$ cat src/rtl/lpr_pkg.sv
package lpr_pkg;

    typedef enum logic [1:0] {
        SHOT_ARMED  = 2'd0,
        SHOT_FIRING = 2'd1,
        SHOT_LOCKED = 2'd2
    } shot_state_e;

    typedef struct packed {
        logic a_low;
        logic b_low;
    } btn_pair_t;

    function automatic int setup_ms(input int sel);
        return 6000 + 2000 * sel;
    endfunction

    function automatic int pulse_ms(input int sel);
        case (sel)
            0:       return 500;
            1:       return 1000;
            default: return 2000;
        endcase
    endfunction

    function automatic int cnt_bits(input int n);
        return (n < 2) ? 1 : $clog2(n + 1);
    endfunction

endpackage

$ cat src/rtl/lpr_sync.sv
module lpr_sync #(
    parameter int N      = 2,
    parameter int STAGES = 2
) (
    input  logic         clk,
    input  logic         rst,
    input  logic [N-1:0] din_n,
    output logic [N-1:0] dout_n
);
    for (genvar i = 0; i < N; i++) begin : g_bit
        logic [STAGES-1:0] chain;
        always_ff @(posedge clk) begin
            if (rst) chain <= '1;
            else     chain <= {chain[STAGES-2:0], din_n[i]};
        end
        assign dout_n[i] = chain[STAGES-1];
    end
endmodule

$ cat src/rtl/lpr_tick.sv
module lpr_tick #(
    parameter int DIV = 50000
) (
    input  logic clk,
    input  logic rst,
    output logic tick
);
    localparam int W = lpr_pkg::cnt_bits(DIV);
    logic [W-1:0] cnt;

    always_ff @(posedge clk) begin
        if (rst || cnt == W'(DIV - 1)) cnt <= '0;
        else                           cnt <= cnt + 1'b1;
    end

    assign tick = (cnt == W'(DIV - 1));
endmodule

$ cat src/rtl/lpr_debounce.sv
module lpr_debounce #(
    parameter int TICKS = 2,
    parameter bit INIT  = 1'b0
) (
    input  logic clk,
    input  logic rst,
    input  logic tick,
    input  logic level,
    output logic stable_q
);
    localparam int W = lpr_pkg::cnt_bits(TICKS);
    logic [W-1:0] cnt;

    always_ff @(posedge clk) begin
        if (rst) begin
            stable_q <= INIT;
            cnt      <= '0;
        end else if (level == stable_q) begin
            cnt <= '0;
        end else if (tick) begin
            if (cnt == W'(TICKS - 1)) begin
                stable_q <= level;
                cnt      <= '0;
            end else begin
                cnt <= cnt + 1'b1;
            end
        end
    end

    // agreement between input and state keeps the state
    p_db_steady_r8: assert property (@(posedge clk) disable iff (rst)
        (level == stable_q) |=> $stable(stable_q));

    // no change before the count has run its full length
    p_db_no_early_r9: assert property (@(posedge clk) disable iff (rst)
        (cnt != W'(TICKS - 1)) |=> $stable(stable_q));
endmodule

$ cat src/rtl/lpr_oneshot.sv
module lpr_oneshot
    import lpr_pkg::*;
#(
    parameter int SETUP_TICKS = 10000,
    parameter int PULSE_TICKS = 500
) (
    input  logic clk,
    input  logic rst,
    input  logic tick,
    input  logic both_low,
    input  logic rel_ok,
    output logic firing
);
    localparam int SW = cnt_bits(SETUP_TICKS);
    localparam int PW = cnt_bits(PULSE_TICKS);

    shot_state_e   state;
    logic [SW-1:0] scnt;
    logic [PW-1:0] pcnt;

    always_ff @(posedge clk) begin
        if (rst) begin
            state <= SHOT_ARMED;
            scnt  <= '0;
            pcnt  <= '0;
        end else begin
            case (state)
                SHOT_ARMED: begin
                    pcnt <= '0;
                    if (!both_low) begin
                        scnt <= '0;
                    end else if (tick) begin
                        if (scnt == SW'(SETUP_TICKS - 1)) begin
                            state <= SHOT_FIRING;
                            scnt  <= '0;
                        end else begin
                            scnt <= scnt + 1'b1;
                        end
                    end
                end
                SHOT_FIRING: begin
                    if (tick) begin
                        if (pcnt == PW'(PULSE_TICKS - 1)) begin
                            state <= SHOT_LOCKED;
                            pcnt  <= '0;
                        end else begin
                            pcnt <= pcnt + 1'b1;
                        end
                    end
                end
                SHOT_LOCKED: begin
                    if (rel_ok) state <= SHOT_ARMED;
                end
                default: state <= SHOT_ARMED;
            endcase
        end
    end

    assign firing = (state == SHOT_FIRING);

    // an armed controller without both buttons held cannot fire
    p_fire_needs_press_r2: assert property (@(posedge clk) disable iff (rst)
        (state == SHOT_ARMED && !both_low) |=> (state == SHOT_ARMED));

    // a break in the press clears the setup count
    p_setup_break_r3: assert property (@(posedge clk) disable iff (rst)
        (state == SHOT_ARMED && !both_low) |=> (scnt == '0));

    // a running pulse continues until its count ends, whatever the buttons do
    p_pulse_hold_r6: assert property (@(posedge clk) disable iff (rst)
        (state == SHOT_FIRING && pcnt != PW'(PULSE_TICKS - 1)) |=> (state == SHOT_FIRING));

    // the locked state never goes straight back to firing
    p_single_shot_r5: assert property (@(posedge clk) disable iff (rst)
        (state == SHOT_LOCKED) |=> (state != SHOT_FIRING));

    // the lock is left only after the debounced release
    p_rearm_gate_r7: assert property (@(posedge clk) disable iff (rst)
        (state == SHOT_LOCKED && !rel_ok) |=> (state == SHOT_LOCKED));
endmodule

$ cat src/rtl/long_press_reset_ctrl.sv
module long_press_reset_ctrl
    import lpr_pkg::*;
#(
    parameter int TICK_DIV    = 50000,
    parameter int DEB_TICKS   = 2,
    parameter int SETUP_SEL   = 2,
    parameter int PULSE_SEL   = 0,
    parameter int SETUP_TICKS = setup_ms(SETUP_SEL),
    parameter int PULSE_TICKS = pulse_ms(PULSE_SEL)
) (
    input  logic clk,
    input  logic rst,
    input  logic btn_a_n,
    input  logic btn_b_n,
    output logic rst_pull,
    output logic and_pull
);
    logic [1:0] sync_n;
    logic       tick;
    btn_pair_t  press;
    logic       both_low;
    logic       both_high;
    logic       rel_ok;
    logic       conj_q;
    logic       fire;

    lpr_sync #(.N(2), .STAGES(2)) u_sync (
        .clk    (clk),
        .rst    (rst),
        .din_n  ({btn_b_n, btn_a_n}),
        .dout_n (sync_n)
    );

    lpr_tick #(.DIV(TICK_DIV)) u_tick (
        .clk  (clk),
        .rst  (rst),
        .tick (tick)
    );

    assign press.a_low = ~sync_n[0];
    assign press.b_low = ~sync_n[1];
    assign both_low    = press.a_low & press.b_low;
    assign both_high   = ~press.a_low & ~press.b_low;

    lpr_debounce #(.TICKS(DEB_TICKS), .INIT(1'b0)) u_conj_db (
        .clk      (clk),
        .rst      (rst),
        .tick     (tick),
        .level    (both_low),
        .stable_q (conj_q)
    );

    lpr_debounce #(.TICKS(DEB_TICKS), .INIT(1'b1)) u_rel_db (
        .clk      (clk),
        .rst      (rst),
        .tick     (tick),
        .level    (both_high),
        .stable_q (rel_ok)
    );

    lpr_oneshot #(.SETUP_TICKS(SETUP_TICKS), .PULSE_TICKS(PULSE_TICKS)) u_shot (
        .clk      (clk),
        .rst      (rst),
        .tick     (tick),
        .both_low (both_low),
        .rel_ok   (rel_ok),
        .firing   (fire)
    );

    assign rst_pull = fire;
    assign and_pull = conj_q;

    // both enables are inactive in the cycle after reset
    p_reset_idle_r1: assert property (@(posedge clk)
        rst |=> (!rst_pull && !and_pull));
endmodule

$ cat config.mk
export PLATFORM = sky130hd
export DESIGN_NAME = long_press_reset_ctrl
export DESIGN_NICKNAME = d
export VERILOG_FILES = /design/src/rtl/lpr_pkg.sv /design/src/rtl/lpr_sync.sv /design/src/rtl/lpr_tick.sv /design/src/rtl/lpr_debounce.sv /design/src/rtl/lpr_oneshot.sv /design/src/rtl/long_press_reset_ctrl.sv
export SDC_FILE = /design/constraint.sdc
export NUM_CORES = 1
export LEC_CHECK = 0
export ABC_AREA = 1
export BUFFER_PORTS_ARGS = -buffer_cell sky130_fd_sc_hd__buf_2
export CORE_ASPECT_RATIO = 1.1
export CORE_MARGIN = 2
export CORE_UTILIZATION = 39
export DETAILED_ROUTE_END_ITERATION = 10
export PLACE_DENSITY = 0.59
export SYNTH_ARGS = -nofsm -noshare
export SYNTH_HDL_FRONTEND = slang
export SYNTH_SLANG_ARGS = --single-unit
$ cat constraint.sdc
create_clock -name clk -period 3.3 [get_ports clk]
set_clock_uncertainty 0.2 [all_clocks]
set_input_delay 0.33 -clock clk [delete_from_list [all_inputs] [get_ports clk]]
set_output_delay 0.33 -clock clk [all_outputs]
set_load 0.02 [all_outputs]
======== Word-level counts from Yosys, hierarchy flattened ========
Cells that the tools add are included.
storage, ports and cells
  bits in registers ....................... 51
  input port bits ......................... 4
  output and inout bits ................... 2
cells by class
  add/subtract/negate cells ............... 5
  equal/unequal tests ..................... 16
  mux-type cells .......................... 15
  bitwise logic cells ..................... 6
  reduce and logical (&&, ||, !) cells .... 10
operator list
  operator                                        number
  two-way mux 14 bit                              3
  two-way mux 9 bit                               2
  one-hot mux 9 bit (2 select lines)              1
  adder 16 x 1 -> 16 bit (second input constant)  1
  == test 16 bit (second input constant)          1
  two-way mux 2 bit                               8
  adder 14 x 1 -> 14 bit (second input constant)  1
  == test 14 bit (second input constant)          1
  != test 2 x 1 -> 1 bit (second input constant)  5
  adder 9 x 1 -> 9 bit (second input constant)    1
  == test 9 bit (second input constant)           1
  == test 2 x 1 -> 1 bit (second input constant)  3
  one-hot mux 2 bit (3 select lines)              1
  AND reduction 3 bit                             2
  AND reduction 6 bit                             1
  adder 2 x 1 -> 2 bit (second input constant)    2
  != test 2 bit (second input constant)           2
  NOT 1 bit                                       4
  AND reduction 2 bit                             2
  OR reduction 2 bit                              2
  AND 1 bit                                       2
  == test 1 bit                                   2
  == test 2 bit (second input constant)           1
  logical NOT 2 bit                               1
  other kinds (2)                                 2

======== Longest topological paths before layout ========
Gate-level depths: netlist of the first run.
  word-level depth ........................ 5
  depth in mapped cells ................... 11
  mapped depth without buffers ............ 10

======== Cells and area by module ========
A second synthesis of the first run with hierarchy kept.
unflattened totals
  cell total of the unflattened synthesis .. 395
  area, all modules ....................... 2,658.8 um2
modules (own cells, without submodules)
  module                    times used  cells each  area an instance (um2)  sequential area each (um2)
  lpr_oneshot               1           211         1,392.6                 500.5
  lpr_tick                  1           130         859.6                   320.3
  lpr_debounce (u_rel_db)   1           18          132.6                   60.1
  lpr_debounce (u_conj_db)  1           18          131.4                   60.1
  lpr_sync                  1           15          131.4                   80.1
  long_press_reset_ctrl     1           3           11.3                    0.0

======== Worst setup path after synthesis of the first run ========
No wires, ideal clock.
  kind .................................... register to register
  from .................................... register u_tick.cnt[0]
  to ...................................... register u_shot.scnt[8]
  arrival time ............................ 1.265 ns
  required time ........................... 2.987 ns
  setup slack ............................. 1.722 ns
  stages on the path, launching flop included .. 10
  buffers on the path ..................... 1
  clock period less this slack ............ 1.578 ns
  cell sequence ........................... dfxtp_1 -> ha_1 -> nand3_2 -> nor2_2 -> nand2_2 -> buf_6 -> nand2_8 -> nand2_8 -> nor2_1 -> nor2_1
on the way
  cells in the longest elaborated chain, start to end .. 3
ends and longest elaborated chain
  item                                  RTL line           source
  start, declared                       lpr_tick.sv:9      logic [W-1:0] cnt;
  start signal, assigned                lpr_tick.sv:13     else cnt <= cnt + 1'b1;
  == test 16 bit                        lpr_tick.sv:16     assign tick = (cnt == W'(DIV - 1));
  != test 2 bit (no source line)        -
  AND reduction 2 bit (no source line)  -
  end signal, assigned                  lpr_oneshot.sv:37  scnt <= scnt + 1'b1;
  end, declared                         lpr_oneshot.sv:18  logic [SW-1:0] scnt;
No other way between the ends.
A chain may end at the register's enable or synchronous reset.

======== Final worst setup path of the first run ========
  from .................................... register u_tick.cnt[0]
  to ...................................... register u_shot.scnt[4]
The elaborated chain is that of the path after synthesis.

==> impl_metrics.tcl, run 1 <==
set metrics [dict create \
    status "finished clean" \
    syn_to_final_growth_pct 6.03 \
    setup_viol 0 \
    crit_family "simple AND/OR/NAND/NOR gates" \
    yosysWarnings 0 \
    grt_pass1_wl_um 10300 \
    max_stage_delay_ns 0.56 \
    grt_max_degree 23 \
    path_max_fanout 12 \
    layout_common_cells "94 x nand2_1, 69 x nor2_1, 51 x dfxtp_1" \
    fmax_ghz 0.462 \
    cp.depth 8 \
    holdBufCountCts 0 \
    final_hold_viol_count 0 \
    setup-tns-final_ns 0 \
    rsz0062_at_grt "false" \
    wl_um 6010 \
    dieArea_sq_um 8330 \
    crit_chain "ha_1 -> nand3_2 -> nor2_2 -> nand2_2 -> a21oi_2 -> nand2_1 -> nand3_1 -> inv_1" \
    die-height_um 95.5 \
    final_util 0.424 \
    ys_types 40 \
    design.core.area_sq_um 7430 \
    vdd_ir_drop_max_mv 0.218 \
    dpl.hpwl_um 4310 \
    synth-compound-area-share 0.0805 \
    synth_top_family_by_area "simple AND/OR/NAND/NOR gates" \
    hold-path-cell-count 2 \
    cts_buffers 5 \
    diodes 0 \
    die_w_um 87.2 \
    antenna_left 0 \
    critPathRequiredTime_ns 3.31 \
    final_common_cell "nand2_1" \
    fin_crit_ns 2.17 \
    yosys.area_share.xor_xnor 0.0236 \
    io_buffers 5 \
    worst_pin_slew_ns 0.601 \
    rows 33 \
    firstDrtPassIters 4 \
    worst_path_max_delay_cell "a21oi_2" \
    post-route-period-util 0.656 \
    grt_overflow 0 \
    critPathLaunchType "flip-flop" \
    num_io_pins 6 \
    design_power_total_mw 1.04 \
    clock_latency_ns 0.31 \
    muxShareOfSynthArea 0 \
    cts.htree.levels 2 \
    r2r_cells 8 \
    antenna_found_initial 0 \
    wl_per_cell_um 11.4 \
    drtIter0Drc 126 \
    cp.arrival_ns 2.18 \
    nNetsFinal 444 \
    vias_per_cell 4.94 \
    critPathBufInv 1 \
    syn_inst 433 \
    synthesis.nets 440 \
    p_leak_nw 1.11 \
    drc 0 \
    power_density_nw_per_um2 332 \
    vias 2592 \
    cp-end-kind "flip-flop" \
    drv_slew 0 \
    clkSlewWorstSetupHoldPaths_ns 0.11 \
    grt_pass1_vias 2272 \
    cts_resized 0 \
    ys_seq_elements 51 \
    synthSimpleGateAreaFrac 0.455 \
    start_util 0.399 \
    avgSynthCellArea_sq_um 6.86 \
    root_buffer "clkbuf_8" \
    syn_area_sq_um 2970 \
    hp-class "input pin to flip-flop" \
    relSlewSlack 0.599 \
    cts.sinks 51 \
    gp_congestion 0.857 \
    cap_violations 0 \
    cts_tree "built" \
    clock_path_buffers 2 \
    post_cts_buffers 0 \
    synth_fa_ha_area_frac 0.0126 \
    grt_use_total 0.153 \
    holdWs_ns 0.0313 \
    drive_above_1_share 0.160 \
    crit_type "flip-flop to flip-flop" \
    synth-seq-area-share 0.344 \
]
==> cells in the mapped netlist <==
library cell	instances	area (sq um)
nor3b_2	2	25.0
or2_0	1	6.26
nand2_8	2	40.0
nand3b_1	1	7.51
clkbuf_1	2	7.51
nand3_4	1	17.5
buf_4	2	15.0
o21ai_1	1	5.00
buf_2	2	10.0
a21oi_1	23	115
o31ai_1	1	7.51
or3_1	1	6.26
buf_6	2	22.5
a31oi_1	1	6.26
nand3_2	10	100
nor3_1	6	30.0
inv_1	44	165
o21bai_1	2	15.0
nand4_1	9	56.3
nor2_1	69	259
clkinv_1	3	11.3
nand3_1	41	205
nand2_2	12	75.1
xnor2_1	4	35.0
nand2_1	94	353
a21oi_2	6	52.6
xor2_1	4	35.0
nor3_4	1	16.3
nand2_4	1	11.3
inv_2	4	15.0
dfxtp_1	51	1020
or2_1	1	6.26
o21ai_0	3	15.0
nor2_4	3	33.8
o211ai_1	3	22.5
nor2_2	8	50.1
buf_1	1	3.75
nor3b_1	2	15.0
or2_2	6	37.5
ha_1	3	37.5
==> report_power, final <==
group,leakage (nW),switching [mW],internal [mW],total [mW]
logic,0.650,0.0204,0.00863,0.0290
clock network,0.0467,0.233,0.158,0.391
registers,0.412,0.00356,0.621,0.624
==> cells by family after synthesis <==
logic type | Yosys count
AOI/OAI and AO/OA | 40
buffers and inverters | 60
DFF | 51
and+or+nand+nor | 271
adders and majority gates | 3
xor gates and xnor gates | 8
==> per-layer routing <==
layer	global-route usage	wire length, um	vias to the layer above
met5	0	0	-
met4	0.0500	66	0
met3	0.0234	235	6
met2	0.235	2720	51
met1	0.218	2990	1149
li1	-	-	1386
==> worst reg2reg max path, delay by kind of cell, from the launching register on <==
kind | cells | cell delay, ns
AO/OA/AOI/OAI | 1 | 0.57
adder cells (fa/ha/maj) | 1 | 0.21
buffers and inverters | 1 | 0.05
flip-flops | 1 | 0.37
AND/OR/NAND/NOR | 5 | 0.68
==> area by class of cell <==
cell class	instances	area [sq um]
clock buffers	5	68.8
clock inverters	3	27.5
flip-flops and latches	51	1020
repair buffers	6	32.5
fillers	796	4280
multi-input cells	322	1700
inverters	51	191
well taps	87	109
==> sequential cells by signal, summed over array words and instances, names as in the netlist <==
signal	count
u_conj_db.cnt	2
u_tick.cnt	16
u_shot.pcnt	9
u_rel_db.stable_q	1
u_conj_db.stable_q	1
u_shot.scnt	14
u_rel_db.cnt	2
u_shot.state	2
u_sync.g_bit.chain	4
==> path summary, 6_finish.rpt <==
path,start,end,slack (ns)
setup / recovery,u_tick.cnt[0],u_shot.scnt[4],1.13
setup reg to reg,u_tick.cnt[0],u_shot.scnt[4],1.13
hold / removal,btn_a_n,u_sync.g_bit[0].chain[0],0.03
hold reg to reg,u_sync.g_bit[0].chain[0],u_sync.g_bit[0].chain[1],0.22
==> metrics by stage <==
step                instances  instance area, sq um  setup WS (ns)
finish                    525                  3150           1.13
detailed placement        517                  3050           1.12
CTS                       525                  3150           1.10
floorplan                 433                  2970           1.72
global route              525                  3150          0.925
global placement          517                  3050           1.14
Power figures use the tool's default switching activity.
==> run 2, diff against run 1 <==
Settings changed: ABC_AREA 1 to 0, PLACE_DENSITY 0.59 to 0.61.
Clock period 3.3 ns to 1.8 ns, I/O delays scaled along.
==> impl_metrics.tcl, run 2 <==
set metrics [dict create \
    power_frac_comb 0.040 \
    drtIter0Drc 151 \
    cp-end-kind "flip-flop" \
    path_max_fanout 3 \
    avgSynthCellArea_sq_um 8.23 \
    switchingPower_mw 0.447 \
    grt_use_total 0.189 \
    status "finished, violations left" \
    seqPwrFrac 0.590 \
    vias 2396 \
    io_buffers 5 \
    p_leak_nw 1.25 \
    start_util 0.397 \
    design_power_total_mw 1.94 \
    cp.arrival_ns 2.23 \
    dieArea_sq_um 6830 \
    syn_inst 293 \
    fillers 543 \
    nNetsFinal 370 \
    crit_type "flip-flop to flip-flop" \
    synth_top_cell_area_share 0.423 \
    synth_most_common_cell "dfxtp_1" \
    die-height_um 86.5 \
    syn_to_final_growth_pct 43.0 \
    layout_common_cells "60 x buf_4, 43 x dfxtp_1, 40 x nor2_1" \
    cts_tree "built" \
    final_common_cell "buf_4" \
    clock_latency_ns 0.31 \
    regArea_sq_um 1030 \
    violations "setup timing" \
    grt_pass1_wl_um 10600 \
    cap_violations 0 \
    synth-edff-count 0 \
    relSlewSlack 0.723 \
    cts.htree.levels 2 \
    yosysWarnings 0 \
    ys_top_cells_by_area "dfxtp_1 42%, nor2_1 6.5%, a21oi_1 5.2%, xnor2_1 4.0%, nand3_1 3.9%" \
    power_density_nw_per_um2 561 \
    grt_overflow 0 \
    final_hold_viol_count 0 \
    grt_pass1_vias 2365 \
    post-route-period-util 1.21 \
    antenna_left 0 \
    cts_buffers 5 \
    fmax_ghz 0.459 \
    die_w_um 79.0 \
    rrSetupSlack_ns -0.38 \
    drv_slew 0 \
    async_flop_share 0 \
    critPathRequiredTime_ns 1.85 \
    holdWs_ns 0.0414 \
    wl_um 6410 \
    design.core.area_sq_um 6080 \
    largest_reg_flops 16 \
    fin_crit_ns 2.18 \
    sw_frac_of_total 0.231 \
    clock_path_buffers 2 \
    intPower_mw 1.49 \
    ys_seq_elements 51 \
    synthesis.nets 300 \
    synth-seq-area-share 0.423 \
    worst_pin_slew_ns 0.414 \
    synth_common_cells "51 x dfxtp_1, 42 x nor2_1, 25 x a21oi_1" \
    syn_area_sq_um 2410 \
    vias_per_cell 5.40 \
    critPathBufInv 0 \
    wl_per_cell_um 14.4 \
    dpl.hpwl_um 4280 \
    synthFlopType "dfxtp_1" \
    vdd_ir_drop_max_mv 0.347 \
    setup_viol 25 \
    multi_input_area_sq_um 1600 \
    ys_types 46 \
    fin_ws_ns -0.379 \
    rsz0062_at_grt "true" \
    p_clk_frac 0.370 \
    cts.sinks 51 \
    clkSlewWorstSetupHoldPaths_ns 0.10 \
    root_buffer "clkbuf_8" \
    yosys.area.top_type "dfxtp_1" \
    drive_above_1_share 0.368 \
    crit_family "simple AND/OR/NAND/NOR gates" \
    worst_path_max_delay_cell "or4_4" \
    num_io_pins 6 \
    critPathLaunchType "flip-flop" \
    max_stage_delay_ns 0.55 \
    diodes 0 \
    rows 30 \
    largest_registers "u_tick.cnt x16, u_shot.scnt x14, u_shot.pcnt x9" \
    grt_max_degree 18 \
    top_register "u_tick.cnt" \
    post-place-ws_ns -0.344 \
    antenna_found_initial 0 \
    firstDrtPassIters 4 \
    drc 0 \
    gp_congestion 0.797 \
    crit_chain "nor4_4 -> nand4_4 -> or4_4 -> or4_1 -> o21ai_1" \
    hp-class "input pin to flip-flop" \
]
-- run 2: cell types whose count changed after synthesis, moves of 7 or more --
cell,before,now
nand2_1,94,20
inv_1,44,3
nor2_1,69,42
nand3_1,41,19
nand2_2,12,0
o21ai_0,3,14
nand3_2,10,0
nor3_1,6,16
clkbuf_1,2,11
and3_1,0,8
nor2_2,8,0
or4_1,0,7
xnor2_1,4,11
-- run 2: area by class of cell --
| class | instances | share of cell area |
|---|---|---|
| clock buffer | 6 | 0.0239 |
| tap | 80 | 0.0290 |
| clock inverter | 2 | 0.00472 |
| sequential | 51 | 0.300 |
| multi-input combinational | 226 | 0.464 |
| timing repair buffer | 76 | 0.176 |
| inverter | 3 | 0.00327 |
-- run 2: per-layer routing --
metal | part of all wire | vias to the layer above | GRT usage
li1 | - | 1194 | -
met1 | 0.44 | 1156 | 0.232
met2 | 0.52 | 36 | 0.336
met3 | 0.024 | 10 | 0.0292
met4 | 0.017 | 0 | 0.0658
met5 | 0 | - | 0
-- run 2: per-stage QoR --
stage	utilization	TNS (ns)	cell area (sq um)	cells
after floorplan	-	-1.51	2520	293
after global placement	0.500	-2.91	3040	426
after detailed placement	0.500	-3.30	3040	426
after CTS	0.536	-3.47	3260	440
after global routing	0.567	-6.09	3450	444
final	0.567	-3.43	3450	444
-- run 2: final timing paths --
| path | cells after the start | startpoint | end |
|---|---|---|---|
| max | 5 | u_tick.cnt[12] | u_shot.scnt[12] |
| min | 2 | rst | u_shot.scnt[0] |
| max reg2reg | 5 | u_tick.cnt[12] | u_shot.scnt[12] |
| min reg2reg | 1 | u_sync.g_bit[1].chain[0] | u_sync.g_bit[1].chain[1] |
-- run 2: power groups by stage --
| stage | Sequential (mW) | Combinational (mW) | Clock (mW) |
|---|---|---|---|
| after floorplan | 1.17 | 0.0358 | 0 |
| after global placement | 1.17 | 0.0664 | 0 |
| after detailed placement | 1.17 | 0.0686 | 0 |
| after CTS | 1.14 | 0.0727 | 0.720 |
| after global routing | 1.14 | 0.0860 | 0.770 |
| final | 1.14 | 0.0767 | 0.716 |
-- run 2: worst reg2reg max path, cell delays in order (launching register included) --
cell and delay, ns:
dfxtp_2 0.35, nor4_4 0.38, nand4_4 0.14, or4_4 0.55
or4_1 0.42, o21ai_1 0.09
-- run 2: cell families after synthesis --
kind of cell / count (synthesis) / share of synthesized area
AND/OR/NAND/NOR: 147 / 0.323
XOR/XNOR: 18 / 0.0654
adder cells (fa/ha/maj): 3 / 0.0156
flip-flops: 51 / 0.423
multiplexers: 3 / 0.0125
buffers and inverters: 16 / 0.0254
AO/OA/AOI/OAI: 55 / 0.135
-- run 2: what timing repair did --
item	in CTS	in global routing
setup buffers	4	5
endpoints found under the hold margin	2	0
hold buffers	2	0
setup endpoints to repair	24	30
pin swaps	9	12
gates resized for setup	17	33
==> run 3, diff against run 2 <==
--- a/config.mk
+++ b/config.mk
@@ -10,3 +10,3 @@
 export CORE_ASPECT_RATIO = 1.1
-export CORE_MARGIN = 2
+export CORE_MARGIN = 1.5
 export CORE_UTILIZATION = 39
@@ -14,2 +14,3 @@
 export PLACE_DENSITY = 0.61
+export SLEW_MARGIN = 10
 export SYNTH_ARGS = -nofsm -noshare
==> constraint.sdc (replaced) <==
create_clock -name clk -period 1.8 [get_ports clk]
set_clock_uncertainty 0.2 [all_clocks]
set_input_delay 0.27 -clock clk [delete_from_list [all_inputs] [get_ports clk]]
set_output_delay 0.27 -clock clk [all_outputs]
set_load 0.02 [all_outputs]
==> impl_metrics.tcl, run 3 (same netlist as run 2, synthesis figures left out) <==
set metrics [dict create \
    largest_registers "u_tick.cnt x16, u_shot.scnt x14, u_shot.pcnt x9" \
    die-height_um 85.5 \
    post-place-ws_ns -0.339 \
    top_layer_used "met4" \
    grt_use_total 0.187 \
    p_leak_nw 1.27 \
    dpl.hpwl_um 4170 \
    design.core.area_sq_um 5880 \
    firstDrtPassIters 4 \
    cp-end-kind "flip-flop" \
    grt_pass1_wl_um 10000 \
    power_frac_comb 0.032 \
    sw_frac_of_total 0.205 \
    placed_cell_area_sq_um 3050 \
    status "finished, violations left" \
    intPower_mw 1.72 \
    vdd_ir_drop_max_mv 0.379 \
    layout_common_cells "63 x buf_4, 42 x dfxtp_1, 40 x nor2_1" \
    drv_slew 0 \
    io_buffers 5 \
    worst_pin_slew_ns 0.340 \
    gp_congestion 0.827 \
    design_power_total_mw 2.17 \
    drtIter0Drc 108 \
    antenna_found_initial 0 \
    regArea_sq_um 1030 \
    rows 29 \
    holdWs_ns 0.0962 \
    drive_above_1_share 0.373 \
    rsz0062_at_grt "true" \
    critPathRequiredTime_ns 1.85 \
    cts_buffers 5 \
    violations "setup timing" \
    fmax_ghz 0.479 \
    nNetsFinal 373 \
    antenna_left 0 \
    p_clk_frac 0.440 \
    start_util 0.410 \
    final_util 0.587 \
    relSlewSlack 0.773 \
    switchingPower_mw 0.443 \
    fillers 524 \
    cts_tree "built" \
    diodes 0 \
    crit_type "flip-flop to flip-flop" \
    critPathLaunchType "flip-flop" \
    setup_viol 19 \
    cts.sinks 51 \
    path_max_fanout 3 \
    fin_crit_ns 2.09 \
    m1WireLength_um 2700 \
    place_inst 426 \
    grt_max_degree 17 \
    vias 2430 \
    wl_per_cell_um 13.7 \
    vias_per_cell 5.47 \
    cts.htree.levels 2 \
    met2WireLength_um 3100 \
    largest_reg_flops 16 \
    fin_ws_ns -0.288 \
    layout.cells.non_filler 444 \
    post-route-period-util 1.16 \
    root_buffer "clkbuf_8" \
    routed-wl-met3_um 143 \
    syn_to_final_growth_pct 43.1 \
    seqPwrFrac 0.528 \
    grt_overflow 0 \
    hp-class "input pin to flip-flop" \
    cp.arrival_ns 2.13 \
    num_io_pins 6 \
    grt_pass1_vias 2274 \
    drc 0 \
    cap_violations 0 \
    top_register "u_tick.cnt" \
    setup-tns-final_ns -2.45 \
    clock_latency_ns 0.31 \
    dieArea_sq_um 6660 \
    final_common_cell "buf_4" \
    die_w_um 78.0 \
    clkSlewWorstSetupHoldPaths_ns 0.10 \
    final_hold_viol_count 0 \
    stdcell_area_sq_um 3450 \
    wl_um 6090 \
    power_density_nw_per_um2 628 \
    clock_path_buffers 2 \
    multi_input_area_sq_um 1560 \
]
==> run 3: changes by cell type in the layout (fill, tap and decap cells not counted), moves of 2 or more <==
cell,previous run,this run
bufinv_16,0,2
or4_1,6,4
or4_4,1,3
xnor2_2,2,0
o21ai_0,10,8
xnor2_1,9,11
o21ai_1,3,5
buf_4,60,63
nor4_2,0,2
a21oi_2,5,3
dfxtp_2,7,9
==> run 3: final timing paths <==
kind / startpoint / endpoint / slack (ns) / cells past startpoint
worst max-delay path: u_tick.cnt[7] / u_shot.scnt[7] / -0.29 / 5
worst min-delay path: rst / u_conj_db.stable_q / 0.1 / 2
worst max register to register: u_tick.cnt[7] / u_shot.scnt[7] / -0.29 / 5
worst min register to register: u_sync.g_bit[1].chain[0] / u_sync.g_bit[1].chain[1] / 0.21 / 1
==> run 3: power by group through the flow <==
stage,Combinational (mW),Clock (mW),Sequential (mW)
after floorplan,0.0358,0,1.17
after CTS,0.0681,0.971,1.14
after global placement,0.0631,0,1.17
final,0.0690,0.955,1.14
after detailed placement,0.0636,0,1.17
after global routing,0.0776,1.01,1.15
==> run 3: timing repair <==
action                     4_1_cts  5_1_grt
hold buffers                     2        0
setup endpoints to repair       24       31
resized for setup               18       32
hold endpoints to repair         2        0
setup buffers                    4        6
pin swaps                       12        7
==> run 3: final cells by class <==
| type | count | area share |
|---|---|---|
| timing repair buffer | 79 | 0.179 |
| multi-input combinational | 226 | 0.451 |
| inverter | 3 | 0.00326 |
| sequential | 51 | 0.299 |
| clock inverter | 3 | 0.0196 |
| clock buffer | 5 | 0.0199 |
| tap | 77 | 0.0279 |
==> run 3: worst max-delay path, cell delays in order (launching register included) <==
cell and delay (ns):
dfxtp_2 0.34, nor4_4 0.34, nand4_4 0.13, or4_4 0.54
or3_1 0.35, a31oi_1 0.12
==> run 3: routing by layer <==
layer  GRT usage  vias up
li1            -     1199
met1       0.218     1187
met2       0.334       32
met3      0.0355       12
met4      0.0795        0
met5           0        -
